## src/rtl/bankreg_pkg.sv

```systemverilog
package bankreg_pkg;

    localparam int NUM_IDX     = 16;
    localparam int IDX_W       = $clog2(NUM_IDX);
    localparam int LOW_CNT     = 8;
    localparam int HI_FIRST    = 8;
    localparam int HI_CNT      = 5;
    localparam int SP_IDX      = 13;
    localparam int LR_IDX      = 14;
    localparam int PC_IDX      = 15;
    localparam int SPLR_BANKS  = 7;
    localparam int FIQ_HI_BASE = LOW_CNT + HI_CNT;
    localparam int SPLR_BASE   = FIQ_HI_BASE + HI_CNT;
    localparam int PHYS_CNT    = SPLR_BASE + 2 * SPLR_BANKS;
    localparam int PHYS_W      = $clog2(PHYS_CNT);

    localparam logic [4:0] M_USR = 5'b10000;
    localparam logic [4:0] M_FIQ = 5'b10001;
    localparam logic [4:0] M_IRQ = 5'b10010;
    localparam logic [4:0] M_SVC = 5'b10011;
    localparam logic [4:0] M_MON = 5'b10110;
    localparam logic [4:0] M_ABT = 5'b10111;
    localparam logic [4:0] M_UND = 5'b11011;
    localparam logic [4:0] M_SYS = 5'b11111;

    typedef enum logic [2:0] {
        BK_USR  = 3'd0,
        BK_FIQ  = 3'd1,
        BK_IRQ  = 3'd2,
        BK_SVC  = 3'd3,
        BK_ABT  = 3'd4,
        BK_UND  = 3'd5,
        BK_MON  = 3'd6,
        BK_NONE = 3'd7
    } bank_e;

    // Mode code to bank; monitor exists only with the security extension.
    function automatic bank_e mode_to_bank(input logic [4:0] m, input logic sec);
        bank_e b;
        unique case (m)
            M_USR, M_SYS: b = BK_USR;
            M_FIQ:        b = BK_FIQ;
            M_IRQ:        b = BK_IRQ;
            M_SVC:        b = BK_SVC;
            M_ABT:        b = BK_ABT;
            M_UND:        b = BK_UND;
            M_MON:        b = sec ? BK_MON : BK_NONE;
            default:      b = BK_NONE;
        endcase
        return b;
    endfunction

endpackage

```

## src/rtl/bankreg_decode.sv

```systemverilog
module bankreg_decode
    import bankreg_pkg::*;
(
    input  logic [IDX_W-1:0]  idx,
    input  logic [4:0]        mode,
    input  logic [4:0]        cur_mode,
    input  logic              sec_ext,
    input  logic              ns_bit,
    input  logic              fiq_restrict,
    output logic [PHYS_W-1:0] phys,
    output logic              bad_mode,
    output logic              sec_block
);

    bank_e bank;
    logic  secure;

    always_comb begin
        bank     = mode_to_bank(mode, sec_ext);
        bad_mode = (bank == BK_NONE);
    end

    // Secure-state rule and the two banks that non-secure code may not reach
    always_comb begin
        secure    = !sec_ext || !ns_bit || (cur_mode == M_MON);
        sec_block = !secure && ((mode == M_MON) || ((mode == M_FIQ) && fiq_restrict));
    end

    always_comb begin
        phys = '0;
        if (int'(idx) < LOW_CNT) begin
            phys = PHYS_W'(idx);
        end else if (int'(idx) < HI_FIRST + HI_CNT) begin
            if (bank == BK_FIQ)
                phys = PHYS_W'(FIQ_HI_BASE) + PHYS_W'(idx - IDX_W'(HI_FIRST));
            else
                phys = PHYS_W'(idx);
        end else if (int'(idx) == SP_IDX || int'(idx) == LR_IDX) begin
            if (!bad_mode)
                phys = PHYS_W'(SPLR_BASE) + PHYS_W'({bank, (int'(idx) == LR_IDX)});
        end
    end

endmodule

```

## src/rtl/bankreg_store.sv

```systemverilog
module bankreg_store #(
    parameter int DATA_W = 32,
    parameter int DEPTH  = 32,
    localparam int AW    = $clog2(DEPTH)
) (
    input  logic              clk,
    input  logic              rst_n,
    input  logic              we,
    input  logic [AW-1:0]     waddr,
    input  logic [DATA_W-1:0] wdata,
    input  logic [AW-1:0]     raddr,
    output logic [DATA_W-1:0] rdata
);

    logic [DATA_W-1:0] mem [DEPTH];

    always_ff @(posedge clk or negedge rst_n) begin
        if (!rst_n) begin
            for (int i = 0; i < DEPTH; i++) mem[i] <= '0;
        end else if (we) begin
            mem[waddr] <= wdata;
        end
    end

    assign rdata = mem[raddr];


    write_lands_chk: assert property (@(posedge clk) disable iff (!rst_n)
        we |=> (mem[$past(waddr)] == $past(wdata)));

endmodule

```

## src/rtl/banked_regfile.sv

```systemverilog
module banked_regfile
    import bankreg_pkg::*;
#(
    parameter int DATA_W = 32
) (
    input  logic              clk,
    input  logic              rst_n,
    input  logic [3:0]        rd_idx,
    input  logic [4:0]        rd_mode,
    output logic [DATA_W-1:0] rd_data,
    output logic              rd_unpred,
    input  logic              wr_en,
    input  logic [3:0]        wr_idx,
    input  logic [4:0]        wr_mode,
    input  logic [DATA_W-1:0] wr_data,
    output logic              wr_unpred,
    output logic              wr_pc_err,
    input  logic [DATA_W-1:0] cur_pc,
    input  logic [4:0]        cur_mode,
    input  logic              full_isa,
    input  logic              sec_ext,
    input  logic              ns_bit,
    input  logic              fiq_restrict
);

    localparam logic [DATA_W-1:0] PC_OFS_FULL = DATA_W'(8);
    localparam logic [DATA_W-1:0] PC_OFS_NARROW = DATA_W'(4);

    logic [PHYS_W-1:0] rd_phys, wr_phys;
    logic              rd_bad, rd_blk, wr_bad, wr_blk;
    logic [DATA_W-1:0] st_rdata;
    logic              st_we;
    logic              rd_is_pc, wr_is_pc, sp_misalign;

    bankreg_decode u_rd_dec (
        .idx(rd_idx), .mode(rd_mode), .cur_mode(cur_mode), .sec_ext(sec_ext),
        .ns_bit(ns_bit), .fiq_restrict(fiq_restrict),
        .phys(rd_phys), .bad_mode(rd_bad), .sec_block(rd_blk)
    );

    bankreg_decode u_wr_dec (
        .idx(wr_idx), .mode(wr_mode), .cur_mode(cur_mode), .sec_ext(sec_ext),
        .ns_bit(ns_bit), .fiq_restrict(fiq_restrict),
        .phys(wr_phys), .bad_mode(wr_bad), .sec_block(wr_blk)
    );

    bankreg_store #(.DATA_W(DATA_W), .DEPTH(PHYS_CNT)) u_store (
        .clk(clk), .rst_n(rst_n), .we(st_we), .waddr(wr_phys), .wdata(wr_data),
        .raddr(rd_phys), .rdata(st_rdata)
    );

    // Read path
    always_comb begin
        rd_is_pc  = (int'(rd_idx) == PC_IDX);
        rd_unpred = !rd_is_pc && (rd_bad || rd_blk);
        if (rd_is_pc)
            rd_data = cur_pc + (full_isa ? PC_OFS_FULL : PC_OFS_NARROW);
        else if (rd_unpred)
            rd_data = '0;
        else
            rd_data = st_rdata;
    end

    // Write path
    always_comb begin
        wr_is_pc    = (int'(wr_idx) == PC_IDX);
        sp_misalign = (int'(wr_idx) == SP_IDX) && (wr_data[1:0] != 2'b00) && !full_isa;
        wr_pc_err   = wr_en && wr_is_pc;
        wr_unpred   = wr_en && !wr_is_pc && (wr_bad || wr_blk || sp_misalign);
        st_we       = wr_en && !wr_is_pc && !wr_unpred;
    end


    pc_read_legal_chk: assert property (@(posedge clk) disable iff (!rst_n)
        (rd_idx == 4'd15) |-> !rd_unpred);


    pc_write_dropped_chk: assert property (@(posedge clk) disable iff (!rst_n)
        wr_pc_err |-> !st_we);


    unpred_write_dropped_chk: assert property (@(posedge clk) disable iff (!rst_n)
        wr_unpred |-> !st_we);


    unpred_read_zero_chk: assert property (@(posedge clk) disable iff (!rst_n)
        rd_unpred |-> (rd_data == '0));


    system_user_alias_chk: assert property (@(posedge clk) disable iff (!rst_n)
        ((rd_mode == M_SYS) && (wr_mode == M_USR) && (rd_idx == wr_idx) &&
         (rd_idx != 4'd15) && !rd_unpred && !wr_bad && !wr_blk) |-> (rd_phys == wr_phys));


    low_shared_chk: assert property (@(posedge clk) disable iff (!rst_n)
        ((rd_idx < 4'd8) && !rd_unpred) |-> (rd_phys == PHYS_W'(rd_idx)));

endmodule

```

## config.mk

```make
export PLATFORM = sky130hd
export DESIGN_NAME = banked_regfile
export DESIGN_NICKNAME = d
export VERILOG_FILES = /design/src/rtl/bankreg_pkg.sv /design/src/rtl/bankreg_decode.sv /design/src/rtl/bankreg_store.sv /design/src/rtl/banked_regfile.sv
export SDC_FILE = /design/constraint.sdc
export NUM_CORES = 2
export LEC_CHECK = 0
export ABC_CLOCK_PERIOD_IN_PS = 3900
export BUFFER_PORTS_ARGS = -buffer_cell sky130_fd_sc_hd__buf_2
export CAP_MARGIN = 0
export CORE_MARGIN = 5
export CORE_UTILIZATION = 55
export CTS_BUF_LIST = sky130_fd_sc_hd__clkbuf_16
export DETAILED_ROUTE_END_ITERATION = 8
export GPL_TIMING_DRIVEN = 0
export PLACE_DENSITY_LB_ADDON = 0.08
export SYNTH_ARGS = -nofsm -noshare
export SYNTH_HDL_FRONTEND = slang
export SYNTH_SLANG_ARGS = --single-unit
```

## constraint.sdc

```tcl
create_clock -name clk -period 3.9 [get_ports clk]
set_input_delay 0.195 -clock clk [delete_from_list [all_inputs] [get_ports clk]]
set_output_delay 0.195 -clock clk [all_outputs]
set_load 0.02 [all_outputs]
```

After elaboration in Yosys (flattened, before gate mapping)

Cells that the tools add are included.
Widths: inputs -> output; s select.

Bits of input ports: 94
Output and inout bits: 35
Flip-flop bits (word level): 1024

Add/sub/neg operators: 7
Bitwise gates (word level): 2
Muxes and demuxes: 22
Reductions and logical operators: 31
Order comparisons: 7
Equal/unequal tests: 27

Operator list:

| kind                | number |
|---|---|
| $bwmux 1024         | 1 |
| $bmux 32 s5         | 1 |
| $demux 32 s5        | 1 |
| $mux 32             | 5 |
| $eq 5x5->1 const B  | 17 |
| $mux 5              | 10 |
| $pmux 3 s7          | 2 |
| $add 32x4->32       | 1 |
| $lt 4x4->1 const B  | 4 |
| $ge 6x6->1 const B  | 2 |
| $logic_and 1x1->1   | 12 |
| $not 5->6           | 2 |
| $add 4x5->5 const A | 2 |
| $add 5x4->5 const A | 2 |
| $sub 4x4->5 const B | 2 |
| $logic_or 1x1->1    | 9 |
| $eq 4x1->1 const B  | 2 |
| $eq 4x2->1 const B  | 2 |
| $eq 4x3->1 const B  | 2 |
| $logic_not 1->1     | 7 |
| $eq 3x1->1 const B  | 2 |
| $eq 3x3->1 const B  | 2 |
| $lt 6x1->1 const B  | 1 |
| $mux 4              | 1 |
| 3 further kinds     | 4 |

Depth between registers and ports, before layout

Depth in word-level cells: 14
Depth in mapped cells: 19
Depth with buffers taken out: 14

Cells and area by module

Synthesis repeated with hierarchy kept, for this count alone.

Cells, all modules: 3744
Area, all modules: 49480.0 µm²

By module, submodules not included:

| module         | seq. area each (µm²) | instances | area each (µm²) | cells each |
|---|---|---|---|---|
| bankreg_store  | 25624.6              | 1         | 47471.8         | 3447 |
| banked_regfile | 0.0                  | 1         | 1164.9          | 177 |
| bankreg_decode | 0.0                  | 2         | 421.7           | 60 |

Worst setup path after synthesis

OpenSTA, ideal clock, no wires.

Path kind: input -> output
Start point: in rd_mode[1]
End point: out rd_data[31]
Path slack: 477 ps
Path buffers: 5
Required time: 3705 ps
Stages: 17
Arrival time: 3228 ps
Cell sequence: clkbuf_2 a21boi_0 o31ai_1 nand2_1 ha_1 ha_1 inv_1 a41o_1 a211o_1 buf_4 buf_4 buf_4 buf_2 nand2_1 a311oi_1 a311oi_1 o31ai_1

Cells in the longest elaborated chain, start to end: 14

RTL lines:

| element                                          | line                                       | RTL |
|---|---|---|
| start, declared                                  | banked_regfile.sv:9                        | `input logic [4:0] rd_mode,` |
| $eq 5x5->1                                       | bankreg_pkg.sv:40                          | `unique case (m)` |
| $reduce_or 2->1                                  | bankreg_pkg.sv:40                          |  |
| $pmux 3 s7                                       | bankreg_pkg.sv:40                          |  |
| $add 5x4->5 / $eq 3x3->1 (equally long branches) | bankreg_decode.sv:40, bankreg_decode.sv:20 |  |
| $mux 5                                           | bankreg_decode.sv:39                       | `if (!bad_mode)` |
| $mux 5                                           | bankreg_decode.sv:38                       | `end else if (int'(idx) == SP_IDX \|\| int'(idx) == LR_IDX) begin` |
| $mux 5                                           | bankreg_decode.sv:33                       | `end else if (int'(idx) < HI_FIRST + HI_CNT) begin` |
| $mux 5                                           | bankreg_decode.sv:31                       | `if (int'(idx) < LOW_CNT) begin` |
| $not 5->6 (not written as such)                  | bankreg_store.sv:25                        | `assign rdata = mem[raddr];` |
| $bmux 32 s5                                      | bankreg_store.sv:25                        |  |
| $mux 32 (not written as such) (2 in a row)       | bankreg_store.sv:25                        |  |
| $mux 32 *                                        | banked_regfile.sv:58                       | `else if (rd_unpred)` |
| $mux 32 *                                        | banked_regfile.sv:56                       | `if (rd_is_pc)` |
| end, declared                                    | banked_regfile.sv:10                       | `output logic [DATA_W-1:0] rd_data,` |

Mark *: on every way between the ends. The rest lies on a longest branch, timed or not. The select of a mux whose other input is x is not followed.

Final worst setup path

Start point: in rd_mode[3]
End point: out rd_data[26]

The elaborated chain is that of the path after synthesis.

==> flow_summary.json <==
{
  "max-vdd-ir-drop_v": 0.000460,
  "clk_path_buf_depth": 3,
  "yosys_warnings": 0,
  "layout.nets": 4854,
  "max_cap_viol_count": 1,
  "critPathMaxFanout": 10,
  "final_cell_mix": "1028 x mux2_2, 1024 x dfrtp_1, 844 x nand2_1",
  "rr_endpoint": "u_store.mem[537]$_DFFE_PN0P_",
  "htree_num_levels": 3,
  "area_delta_synth_final_pct": 19.5,
  "holdPathEnd": "u_store.mem[962]$_DFFE_PN0P_",
  "grt_pass1_wl_um": 314000,
  "drv_slew": 11,
  "multi_input_area_um2": 22900,
  "violations": "design-rule violations, max-capacitance violations, max-slew violations, negative setup slack",
  "initial_core_util": 0.552,
  "tritoncts_num_sinks": 1024,
  "period_needed_ns": 3.92,
  "design_area_um2": 59200,
  "synth_seq_cells": 1024,
  "cts_tree": "done",
  "worstSetupPathType": "in -> out",
  "critPathArrivalTime_ns": 3.72,
  "finalCritPeriodShare": 1.00,
  "p_leak_nw": 28.1,
  "r2r_cells": 1,
  "cp.required_ns": 3.70,
  "final-hold-violation-count": 0,
  "synthCells": 4357,
  "port_buffers": 125,
  "nFillCells": 7075,
  "cp_num_buf_inv": 7,
  "syn_area_um2": 49500,
  "cts_buffers": 110,
  "grt_pass1_vias": 39100,
  "path_clk_slew_ns": 0.06,
  "place_congestion": 1.04,
  "crit_slowest_cell": "o211ai_1",
  "fp-row-count": 110,
  "post_drt_wl_per_cell_um": 38.7,
  "post_synth.cell_area_avg_um2": 11.4,
  "worstSetupStartpointType": "primary input",
  "grt_setup_unrepaired": "yes",
  "worst-slew-pin-transition_ns": 1.53,
  "hpwl_um": 148000,
  "grt_max_degree": 158,
  "clkLatencyLatePin_ns": 0.71,
  "reg.largest.list": "u_store.mem: 1024 flops",
  "synth-edff-count": 0,
  "io_pins": 129,
  "dr.pass1.iters": 7,
  "grt_use_total": 0.476,
  "drc": 3,
  "powerDensity_nw_per_um2": 483,
  "drtAntennaViolNets": 0,
  "cp_top_family": "buffers and inverters",
  "path_cells": "buf_8 > or2_4 > nand3_2 > o21ai_2 > nand2_1 > ha_2 > ha_4 > inv_4 > a41o_1 > a211oi_4 > buf_12 > buf_4 > buf_6 > buf_6 > nand2_1 > nand3_1 > a32oi_1 > o211ai_1 > buf_4",
  "rrSetupSlack_ns": 3.08,
  "finalSetupViolCount": 2,
  "hold_start": "wr_data[2]",
  "final_common_cell": "mux2_2",
  "fmax_mhz": 255,
  "holdWs_ns": 0.313,
  "largest_reg_flops": 1024,
  "slew_headroom": -0.0216,
  "regArea_um2": 25600,
  "coreArea_um2": 89700,
  "utilization": 0.660,
  "fin_ws_ns": -0.0156,
  "grt_antenna_before_repair": 21,
  "drive_gt1_frac": 0.372,
  "die_y_um": 310,
  "first_iter_violations": 6483,
  "fp.dieW_um": 310,
  "syn_nets": 4468,
  "die_area_um2": 96200,
  "wirelength_um": 233000,
  "setup_tns_ns": -0.0185,
  "hold_path_depth": 3,
  "root_buffer": "clkbuf_16",
  "largest-register": "u_store.mem",
  "r2r_start": "u_store.mem[537]$_DFFE_PN0P_",
  "ys_types": 83,
  "status": "complete, but fails checks",
  "placed_cell_area_um2": 52000,
  "via_per_inst": 6.91,
  "slowest_delay_ns": 0.46,
  "seq_area_frac_synth": 0.517,
  "endpoint_kind": "output port",
  "ys.flop_type": "dfrtp_1",
  "globalRouteOverflowTotal": 0,
  "min_path_type": "in -> reg",
  "skew_ns": 0,
  "vias": 41600,
  "async_flop_share": 1.00
}
==> cell families after synthesis <==
family,Yosys count,share of synthesized area
and+or+nand+nor,1409,0.123
muxes,1171,0.263
DFF,1024,0.517
buffers and inverters,400,0.0369
AOI/OAI and AO/OA,308,0.0500
xor gates and xnor gates,28,0.00495
adders and majority gates,17,0.00445
==> cell usage after synthesis (6+ instances only) <==
cell type / number / area, µm²
a32o_1: 18 / 180
a211oi_1: 10 / 75.1
a22oi_1: 9 / 67.6
a2111oi_0: 17 / 149
inv_1: 18 / 67.6
xor2_1: 11 / 96.3
clkbuf_1: 162 / 608
ha_1: 16 / 200
mux2i_1: 127 / 1270
o22ai_1: 13 / 81.3
a21oi_1: 27 / 135
mux2_2: 1028 / 11600
mux2_1: 15 / 169
a311oi_1: 9 / 78.8
nand3_1: 394 / 1970
nor2b_1: 10 / 62.6
nand4_1: 8 / 50.1
dfrtp_1: 1024 / 25600
a31oi_1: 20 / 125
xnor2_1: 17 / 149
buf_1: 22 / 82.6
a32oi_1: 62 / 543
o2111ai_1: 10 / 87.6
nor2_1: 55 / 206
and3_1: 35 / 219
o21ai_0: 20 / 100
a211o_1: 8 / 70.1
nand2b_1: 9 / 56.3
o21ai_1: 7 / 35.0
a221oi_1: 9 / 78.8
a21boi_0: 8 / 60.1
nor3_1: 8 / 40.0
buf_4: 23 / 173
nand2_1: 852 / 3200
o211ai_1: 6 / 45.0
buf_2: 170 / 851
==> metal layers <==
| layer | GRT usage | up-vias | share of wire |
|---|---|---|---|
| li1 | - | 16100 | - |
| met1 | 0.595 | 21000 | 0.35 |
| met2 | 0.652 | 3355 | 0.40 |
| met3 | 0.197 | 1088 | 0.14 |
| met4 | 0.373 | 14 | 0.10 |
| met5 | 0.00346 | - | 0.00075 |
==> worst max path at each step <==
stage	startpoint	slack, ns	end	cells after the start
finish	rd_mode[3]	-0.02	rd_data[26]	19
global route	rd_mode[3]	-0.03	rd_data[17]	21
CTS	rd_mode[3]	0.01	rd_data[17]	21
detailed placement	rd_mode[3]	-2.53	rd_data[22]	19
global placement	rst_n	-20.27	u_store.mem[333]$_DFFE_PN0P_	1
floorplan	rd_mode[1]	0.48	rd_data[31]	17
==> area by class of cell <==
cell class              count  share of cell area
multi-input cells        2933               0.386
inverters                  18             0.00118
flip-flops and latches   1024               0.433
diodes                     10            0.000423
well taps                1176              0.0248
clock inverters            89             0.00987
clock buffers             111              0.0469
repair buffers            275              0.0408
plain buffers             381              0.0573
==> where the power goes <==
part / total [W] / switching (W) / internal, W
registers: 0.0125 / 0.000666 / 0.0119
clock network: 0.0102 / 0.00458 / 0.00558
logic: 0.00589 / 0.00357 / 0.00231
total: 0.0286 / 0.00882 / 0.0198
==> per-stage QoR <==
step / power, W / setup WS [ns] / instances
after floorplan: 0.0152 / 0.477 / 4357
after global placement: 0.0174 / -20.27 / 5658
after detailed placement: 0.0175 / -2.53 / 5673
after CTS: 0.0280 / 0.00968 / 5965
after global routing: 0.0292 / -0.0307 / 6007
final: 0.0286 / -0.0156 / 6017
==> repair_timing <==
item / CTS / global route
hold buffers: 35 / 0
gates cloned: 1 / 2
resized for setup: 569 / 117
setup buffers: 57 / 41
endpoints found under the hold margin: 571 / 0
pin swaps: 36 / 35
setup endpoints to repair: 32 / 219
Note: power is estimated with default switching activity, not from simulation.
